File: src/rtl/erase_split_pkg.sv
package erase_split_pkg;

    typedef enum logic [2:0] {
        ST_IDLE,
        ST_ISSUE,
        ST_WAIT,
        ST_DONE,
        ST_PERR,
        ST_FAIL
    } split_state_t;

    // Outcome of the combinational screening of a request.
    typedef struct packed {
        logic reject;
        logic empty;
    } screen_t;

    // Width of a counter that must reach n.
    function automatic int cnt_width(input int n);
        return (n < 2) ? 1 : $clog2(n + 1);
    endfunction

endpackage

File: src/rtl/erase_req_screen.sv
module erase_req_screen
    import erase_split_pkg::*;
#(
    parameter int AW        = 32,
    parameter int SMALL_BLK = 16384,
    parameter int SMALL_CNT = 8,
    parameter int LARGE_BLK = 131072,
    parameter int LARGE_CNT = 31
) (
    input  logic [AW-1:0] start,
    input  logic [AW-1:0] len,
    output screen_t       res
);
    localparam logic [AW:0] BOUNDARY = (AW+1)'(SMALL_BLK * SMALL_CNT);
    localparam logic [AW:0] TOTAL    = (AW+1)'(SMALL_BLK * SMALL_CNT + LARGE_BLK * LARGE_CNT);
    localparam logic [AW:0] S_MASK   = (AW+1)'(SMALL_BLK - 1);
    localparam logic [AW:0] L_MASK   = (AW+1)'(LARGE_BLK - 1);

    logic [AW:0] start_x, end_x, start_mask, end_mask;
    logic        too_far, start_off, end_off;

    always_comb begin
        start_x    = {1'b0, start};
        end_x      = start_x + {1'b0, len};
        too_far    = end_x > TOTAL;
        start_mask = (start_x < BOUNDARY) ? S_MASK : L_MASK;
        end_mask   = (end_x   < BOUNDARY) ? S_MASK : L_MASK;
        start_off  = |(start_x & start_mask);
        end_off    = |(end_x & end_mask);
        res.reject = too_far | start_off | end_off;
        res.empty  = (len == '0);
    end
endmodule

File: src/rtl/erase_block_step.sv
module erase_block_step #(
    parameter int AW        = 32,
    parameter int SMALL_BLK = 16384,
    parameter int SMALL_CNT = 8,
    parameter int LARGE_BLK = 131072
) (
    input  logic [AW-1:0] addr,
    output logic [AW-1:0] size,
    output logic          region
);
    localparam logic [AW-1:0] BOUNDARY = AW'(SMALL_BLK * SMALL_CNT);

    always_comb begin
        region = (addr >= BOUNDARY);
        size   = region ? AW'(LARGE_BLK) : AW'(SMALL_BLK);
    end
endmodule

File: src/rtl/erase_split_fsm.sv
module erase_split_fsm
    import erase_split_pkg::*;
#(
    parameter int AW = 32,
    parameter int CW = 6
) (
    input  logic          clk,
    input  logic          rst,
    input  logic          req_valid,
    input  logic [AW-1:0] req_start,
    input  logic [AW-1:0] req_len,
    input  screen_t       screen,
    input  logic [AW-1:0] step_size,
    input  logic          cmd_ready,
    input  logic          blk_done,
    input  logic          blk_fail,
    output logic          req_ready,
    output logic          cmd_valid,
    output logic [AW-1:0] cur_addr,
    output logic          done,
    output logic          param_err,
    output logic          erase_fail,
    output logic [CW-1:0] blk_count
);
    split_state_t  state;
    logic [AW-1:0] remain;

    always_ff @(posedge clk) begin
        if (rst) begin
            state     <= ST_IDLE;
            cur_addr  <= '0;
            remain    <= '0;
            blk_count <= '0;
        end else begin
            unique case (state)
                ST_IDLE: if (req_valid) begin
                    cur_addr  <= req_start;
                    remain    <= req_len;
                    blk_count <= '0;
                    if (screen.reject)     state <= ST_PERR;
                    else if (screen.empty) state <= ST_DONE;
                    else                   state <= ST_ISSUE;
                end
                ST_ISSUE: if (cmd_ready) state <= ST_WAIT;
                ST_WAIT: if (blk_done) begin
                    if (blk_fail) begin
                        state <= ST_FAIL;
                    end else begin
                        cur_addr  <= cur_addr + step_size;
                        remain    <= remain - step_size;
                        blk_count <= blk_count + 1'b1;
                        state     <= (remain == step_size) ? ST_DONE : ST_ISSUE;
                    end
                end
                default: state <= ST_IDLE;
            endcase
        end
    end

    always_comb begin
        req_ready  = (state == ST_IDLE);
        cmd_valid  = (state == ST_ISSUE);
        done       = (state == ST_DONE);
        param_err  = (state == ST_PERR);
        erase_fail = (state == ST_FAIL);
    end
endmodule

File: src/rtl/erase_splitter.sv
module erase_splitter
    import erase_split_pkg::*;
#(
    parameter int AW        = 32,
    parameter int SMALL_BLK = 16384,
    parameter int SMALL_CNT = 8,
    parameter int LARGE_BLK = 131072,
    parameter int LARGE_CNT = 31,
    localparam int CW       = cnt_width(SMALL_CNT + LARGE_CNT)
) (
    input  logic          clk,
    input  logic          rst,
    input  logic          req_valid,
    output logic          req_ready,
    input  logic [AW-1:0] req_start,
    input  logic [AW-1:0] req_len,
    output logic          cmd_valid,
    input  logic          cmd_ready,
    output logic [AW-1:0] cmd_addr,
    output logic          cmd_region,
    input  logic          blk_done,
    input  logic          blk_fail,
    output logic          done,
    output logic          param_err,
    output logic          erase_fail,
    output logic [CW-1:0] blk_count
);
    screen_t       screen;
    logic [AW-1:0] step_size;

    erase_req_screen #(
        .AW(AW), .SMALL_BLK(SMALL_BLK), .SMALL_CNT(SMALL_CNT),
        .LARGE_BLK(LARGE_BLK), .LARGE_CNT(LARGE_CNT)
    ) u_screen (
        .start(req_start),
        .len  (req_len),
        .res  (screen)
    );

    erase_block_step #(
        .AW(AW), .SMALL_BLK(SMALL_BLK), .SMALL_CNT(SMALL_CNT), .LARGE_BLK(LARGE_BLK)
    ) u_step (
        .addr  (cmd_addr),
        .size  (step_size),
        .region(cmd_region)
    );

    erase_split_fsm #(.AW(AW), .CW(CW)) u_fsm (
        .clk       (clk),
        .rst       (rst),
        .req_valid (req_valid),
        .req_start (req_start),
        .req_len   (req_len),
        .screen    (screen),
        .step_size (step_size),
        .cmd_ready (cmd_ready),
        .blk_done  (blk_done),
        .blk_fail  (blk_fail),
        .req_ready (req_ready),
        .cmd_valid (cmd_valid),
        .cur_addr  (cmd_addr),
        .done      (done),
        .param_err (param_err),
        .erase_fail(erase_fail),
        .blk_count (blk_count)
    );
endmodule

File: config.mk
export PLATFORM = sky130hd
export DESIGN_NAME = erase_splitter
export DESIGN_NICKNAME = d
export VERILOG_FILES = /design/src/rtl/erase_split_pkg.sv /design/src/rtl/erase_req_screen.sv /design/src/rtl/erase_block_step.sv /design/src/rtl/erase_split_fsm.sv /design/src/rtl/erase_splitter.sv
export SDC_FILE = /design/constraint.sdc
export NUM_CORES = 1
export LEC_CHECK = 0
export CAP_MARGIN = 20
export CORE_AREA = 2 2 125 127
export DETAILED_ROUTE_END_ITERATION = 6
export DIE_AREA = 0 0 127 129
export DONT_BUFFER_PORTS = 1
export GPL_ROUTABILITY_DRIVEN = 1
export SYNTH_ARGS = -nofsm -noshare
export SYNTH_HDL_FRONTEND = slang
export SYNTH_SLANG_ARGS = --single-unit
File: constraint.sdc
create_clock -name clk -period 5.28 [get_ports clk]
set_input_delay 0.528 -clock clk [delete_from_list [all_inputs] [get_ports clk]]
set_output_delay 0.528 -clock clk [all_outputs]
set_load 0.03 [all_outputs]
---- Word-level counts from Yosys, hierarchy flattened ----
Index checks and enable logic that the tools add are counted.
storage, ports and cells
  register bits after elaboration ......... 73
  input bits .............................. 70
  output and inout port bits .............. 44
  logic and storage cells ................. 56
operators by class
  add/sub/neg operators ................... 4
  order comparisons ....................... 4
  eq/ne operators ......................... 10
  multiplexer cells ....................... 23
  bitwise operators ....................... 4
  reduce and logical (&&, ||, !) cells .... 7
operator list
  cell                  number
  $mux 32               6
  $pmux 32 s2           2
  $reduce_or 33->1      2
  $mux 17               2
  $add 32x32->33        1
  $and 32x33->33        1
  $and 33x33->33        1
  $gt 33x23->1 const B  1
  $lt 33x18->1 const B  1
  $add 32x18->32        1
  $eq 32x18->1          1
  $ge 32x18->1 const B  1
  $logic_not 32->1      1
  $lt 32x18->1 const B  1
  $sub 32x18->32        1
  $mux 18               1
  $mux 6                3
  $mux 3                5
  $pmux 6 s2            1
  $pmux 3 s3            1
  $add 6x1->6 const B   1
  $eq 3x2->1 const B    2
  $eq 3x3->1 const B    2
  $ne 2x2->1 const B    3
  other kinds (8)       10

---- Longest topological paths before layout ----
  depth after elaboration ................. 9
  mapped depth ............................ 14
  gate-level depth less buffers ........... 14

---- Modules after synthesis ----
From an unflattened synthesis, not the netlist that was laid out.
second synthesis, totals
  cell total of the unflattened synthesis .. 1,238
  area, all modules ....................... 8,916.1 um^2
modules (own cells, without submodules)
  module            instances  cells each  area each (um^2)  seq. area each (um^2)
  erase_split_fsm   1          917         6,686.4           1,461.4
  erase_req_screen  1          283         1,935.6           0.0
  erase_block_step  1          38          294.0             0.0

---- Worst setup path before layout ----
No wires, ideal clock.
  kind .................................... input port to flip-flop
  start point ............................. input port req_start[0]
  end point ............................... register u_fsm.state[2]
  setup time .............................. 120 ps
  data arrival time ....................... 3,190 ps
  data required time ...................... 5,160 ps
  slack ................................... 1,970 ps
  stages on the path ...................... 11
  buffers on the path ..................... 0
  cell sequence ........................... ha_1 > fa_1 > a211oi_2 > o21ai_1 > a311o_1 > or2_4 > mux2_2 > o22ai_1 > nor4b_1 > nand3_2 > o31a_1
between the ends
  longest elaborated chain between the ends .. 9
  elaborated cells between the ends (all ways) .. 15
  classes of those cells .................. 1 x add/sub; 3 x order compare; 5 x mux; 4 x bitwise; 2 x reduce/logical
RTL lines
  item                                                       line                                            RTL
  from (decl)                                                erase_splitter.sv:15                            input logic [AW-1:0] req_start,
  $add 32x32->33 / $lt 32x18->1 (equally long branches)      erase_req_screen.sv:24, erase_req_screen.sv:26
  $lt 33x18->1 / $mux 17 (equally long branches)             erase_req_screen.sv:27, erase_req_screen.sv:26
  $mux 17 / $and 32x33->33 (equally long branches)           erase_req_screen.sv:27, erase_req_screen.sv:28
  $and 33x33->33 / $reduce_or 33->1 (equally long branches)  erase_req_screen.sv:29, erase_req_screen.sv:28
  $reduce_or 33->1 / $or 1x1->1 (equally long branches)      erase_req_screen.sv:29, erase_req_screen.sv:30
  $or 1x1->1 (*)                                             erase_req_screen.sv:30                          res.reject = too_far | start_off | end_off;
  $mux 3 (*)                                                 erase_split_fsm.sv:40                           if (screen.reject) state <= ST_PERR;
  $mux 3 (*)                                                 erase_split_fsm.sv:36                           ST_IDLE: if (req_valid) begin
  $pmux 3 s3 (*)                                             erase_split_fsm.sv:35                           unique case (state)
  to (signal assigned)                                       erase_split_fsm.sv:52                           state <= (remain == step_size) ? ST_DONE : ST_ISSUE;
  to (decl)                                                  erase_split_fsm.sv:25                           split_state_t state;
Every way passes the cells marked *; elsewhere a longest branch is shown, timed or not. The select of a mux whose other input is x is not followed.
A chain may end at the register's enable or synchronous reset.

---- Worst setup path after layout ----
  start point ............................. register u_fsm.cur_addr[19]
  end point ............................... register u_fsm.remain[31]
between the ends
  longest elaborated chain between the ends .. 6
RTL lines
  item                    line                    RTL
  from (decl)             erase_split_fsm.sv:19   output logic [AW-1:0] cur_addr,
  from (signal assigned)  erase_split_fsm.sv:37   cur_addr <= req_start;
  from (signal assigned)  erase_split_fsm.sv:49   cur_addr <= cur_addr + step_size;
  $ge 32x18->1            erase_block_step.sv:14  region = (addr >= BOUNDARY);
  via cmd_region          erase_splitter.sv:20    output logic cmd_region,
  $mux 18                 erase_block_step.sv:15  size = region ? AW'(LARGE_BLK) : AW'(SMALL_BLK);
  $sub 32x18->32          erase_split_fsm.sv:50   remain <= remain - step_size;
  $mux 32                 erase_split_fsm.sv:46   if (blk_fail) begin
  $mux 32                 erase_split_fsm.sv:45   ST_WAIT: if (blk_done) begin
  $pmux 32 s2             erase_split_fsm.sv:35
  to (signal assigned)    erase_split_fsm.sv:38   remain <= req_len;
  to (signal assigned)    erase_split_fsm.sv:50
  to (decl)               erase_split_fsm.sv:26   logic [AW-1:0] remain;
The timed path passes the listed nets, and every way through them passes these cells. The select of a mux whose other input is x is not followed.

==> impl_metrics.env <==
export IMPL_status="completed"
export IMPL_clk_latency_ns=0.35
export IMPL_grt_setup_unrepaired="false"
export IMPL_syn_cell_area_um2=5930
export IMPL_cts_tree="done"
export IMPL_cts_sinks=73
export IMPL_synthArstFlopShare_pct=0
export IMPL_start_util_pct=39.6
export IMPL_cts_resized=0
export IMPL_cts_buffer_depth=2
export IMPL_die_h_um=129
export IMPL_io_buffers=0
export IMPL_via_per_inst=6.27
export IMPL_worstPathArrival_ns=4.15
export IMPL_netlist_top_cells_count="nand2_1 (131), a21oi_1 (87), dfxtp_1 (73)"
export IMPL_worst_slew_pin_slew_ns=1.14
export IMPL_grt_pass1_wl_um=30800
export IMPL_yosys_area_top_type="dfxtp_1"
export IMPL_die_w_um=127
export IMPL_final_cells=990
export IMPL_dp_hpwl_um=14700
export IMPL_std_cell_rows=45
export IMPL_cts_htree_levels=3
export IMPL_p_leak_nw=2.31
export IMPL_grt_usage_pct=23.4
export IMPL_rrSetupSlack_ns=1.40
export IMPL_core_um2=15000
export IMPL_synth_top_area_share_pct=24.7
export IMPL_drt_iter0_drc=551
export IMPL_ant_nets=0
export IMPL_synth_seq_cells=73
export IMPL_grt_pass1_vias=5871
export IMPL_cap_viol_max_count=0
export IMPL_end_kind="flop"
export IMPL_fmax_ghz=0.257
export IMPL_fin_crit_sh_pct=73.6
export IMPL_intPower_w=0.00112
export IMPL_finalHoldViolations=0
export IMPL_area_delta_synth_final_pct=6.52
export IMPL_n_antenna_cell=0
export IMPL_sw_frac_of_total_pct=34.3
export IMPL_cts_hold_buf=0
export IMPL_maxSlewHeadroom_pct=23.5
export IMPL_cts_root_buf="clkbuf_16"
export IMPL_final_nets=907
export IMPL_drive_above_1_share_pct=5.11
export IMPL_slew_violations=0
export IMPL_final_setup_tns_ns=0
export IMPL_synth_distinct_cells=69
export IMPL_r2r_start="u_fsm.cur_addr[19]"
export IMPL_fin_crit_ns=3.88
export IMPL_syn_instance_count=831
export IMPL_path_clk_slew_ns=0.07
export IMPL_crit_path_start_kind="flop"
export IMPL_drt_pass1_iter_count=4
export IMPL_setup_viol=0
export IMPL_yosysSeqAreaShare_pct=24.7
export IMPL_ys_flop_type="dfxtp_1"
export IMPL_p_clk_share_pct=37.2
export IMPL_grt_antenna_before_repair=0
export IMPL_crit_end="u_fsm.remain[31]"
export IMPL_combPwrFrac_pct=24.8
export IMPL_startpoint="u_fsm.cur_addr[19]"
export IMPL_place_congestion=0.892
export IMPL_power_total_w=0.00171
export IMPL_rr_worst_depth=13
export IMPL_num_io_pins=114
export IMPL_wl_per_cell_um=19.5
export IMPL_worstSetupPathType="flop to flop"
export IMPL_clock_skew_ns=0.00757
export IMPL_drc=0
export IMPL_crit_fanout=7
export IMPL_synth_edf_count=0
export IMPL_p_sw_w=0.000586
export IMPL_dieArea_um2=16400
export IMPL_dp_cells=974
export IMPL_powerDensity_nw_per_um2=270
export IMPL_drt_wl_total_um=19300
export IMPL_grt_max_degree=75
export IMPL_syn_avg_cell_area_um2=7.13
export IMPL_ys_warn_count=0
export IMPL_vias=6205
export IMPL_seq_power_share_pct=38.1
export IMPL_vdd_ir_drop_max_mv=0.206
export IMPL_synth_nets=941
export IMPL_yosysMostFrequentCell="nand2_1"
export IMPL_numCtsBuffers=9
export IMPL_hp_class="input port to flop"
export IMPL_gr_total_overflow=0
export IMPL_postCtsSetupRepairBufs=0
export IMPL_reg2reg_to="u_fsm.remain[31]"
export IMPL_synthTopCellsByArea="dfxtp_1 (25%), nand2_1 (8.3%), ha_1 (8.2%)"
export IMPL_crit_required_ns=5.54
area by class of cell:
type | count | area, µm²
Sequential cell | 73 | 1460
Fill cell | 1613 | 8660
Clock inverter | 7 | 77.6
Inverter | 14 | 52.6
Clock buffer | 9 | 225
Tap cell | 188 | 235
Timing Repair Buffer | 6 | 45.0
Multi-Input combinational cell | 693 | 4220
power groups by stage:
| stage | sequential (W) | clock (W) | combinational [W] |
|---|---|---|---|
| after floorplan | 0.000651 | 0 | 0.000346 |
| after global placement | 0.000660 | 0 | 0.000416 |
| after detailed placement | 0.000661 | 0 | 0.000417 |
| after CTS | 0.000648 | 0.000640 | 0.000419 |
| after global routing | 0.000654 | 0.000663 | 0.000476 |
| final | 0.000649 | 0.000634 | 0.000423 |
critical path: stages (launching register included):
cell,delay (ns)
dfxtp_1,0.46
nor4_1,0.35
nand4_1,0.47
inv_1,0.32
ha_1,0.21
or3b_1,0.38
a211oi_1,0.37
and2_1,0.29
nand3_1,0.16
nor3_1,0.32
nand2_1,0.12
nand2_1,0.08
a21oi_1,0.06
a211oi_1,0.21
cell usage in the layout, fill, tap and decap left out, types with 11 or more instances in the layout:
master / n
nor2_1: 65
and3_1: 12
xnor2_1: 12
a211oi_1: 20
ha_1: 39
dfxtp_1: 73
nand4_1: 18
nand2_1: 130
nand3_1: 19
a22oi_1: 14
nor4_1: 27
xor2_1: 11
nor3_1: 24
a21oi_1: 87
inv_1: 14
o21ai_0: 60
routing by layer:
metal	GRT usage [%]	share of wire [%]	vias up
met1	29.9	43	2899
met4	5.69	1.6	0
met5	0	0	-
met2	38.0	46	216
li1	-	-	3064
met3	8.19	9.6	26
state kept, by name, summed over array words and instances (netlist names):
| name | cells |
|---|---|
| u_fsm.cur_addr | 32 |
| u_fsm.remain | 32 |
| u_fsm.blk_count | 6 |
| u_fsm.state | 3 |
through the flow:
| step | worst slack [ns] | area (µm²) | hold slack [ns] | util, % |
|---|---|---|---|---|
| 6_report | 1.40 | 6310 | 0.238 | 42.1 |
| 5_1_grt | 1.04 | 6310 | 0.231 | 42.1 |
| 4_1_cts | 1.44 | 6310 | 0.235 | 42.1 |
| 3_3_place_gp | 1.55 | 6010 | 0.436 | 40.1 |
| 3_5_place_dp | 1.47 | 6010 | 0.442 | 40.1 |
| 2_1_floorplan | 1.97 | 5930 | 0.432 | - |
worst min path at each step:
| stage | from | to | slack, ns | cells past startpoint |
|---|---|---|---|---|
| floorplan | u_fsm.remain[13] | u_fsm.remain[13] | 0.43 | 2 |
| global placement | u_fsm.remain[13] | u_fsm.remain[13] | 0.44 | 2 |
| detailed placement | u_fsm.remain[5] | u_fsm.remain[5] | 0.44 | 2 |
| CTS | rst | u_fsm.cur_addr[9] | 0.24 | 1 |
| global route | rst | u_fsm.cur_addr[5] | 0.23 | 1 |
| finish | rst | u_fsm.cur_addr[7] | 0.24 | 1 |
cell families after synthesis:
family	Yosys count	synth area share (%)
mux	5	0.866
flops	73	24.7
fa+ha+maj	40	8.57
simple gates	342	27.7
buf+inv	65	4.24
xor+xnor	23	3.40
compound gates	283	30.5
(Power assumes the default switching activity.)
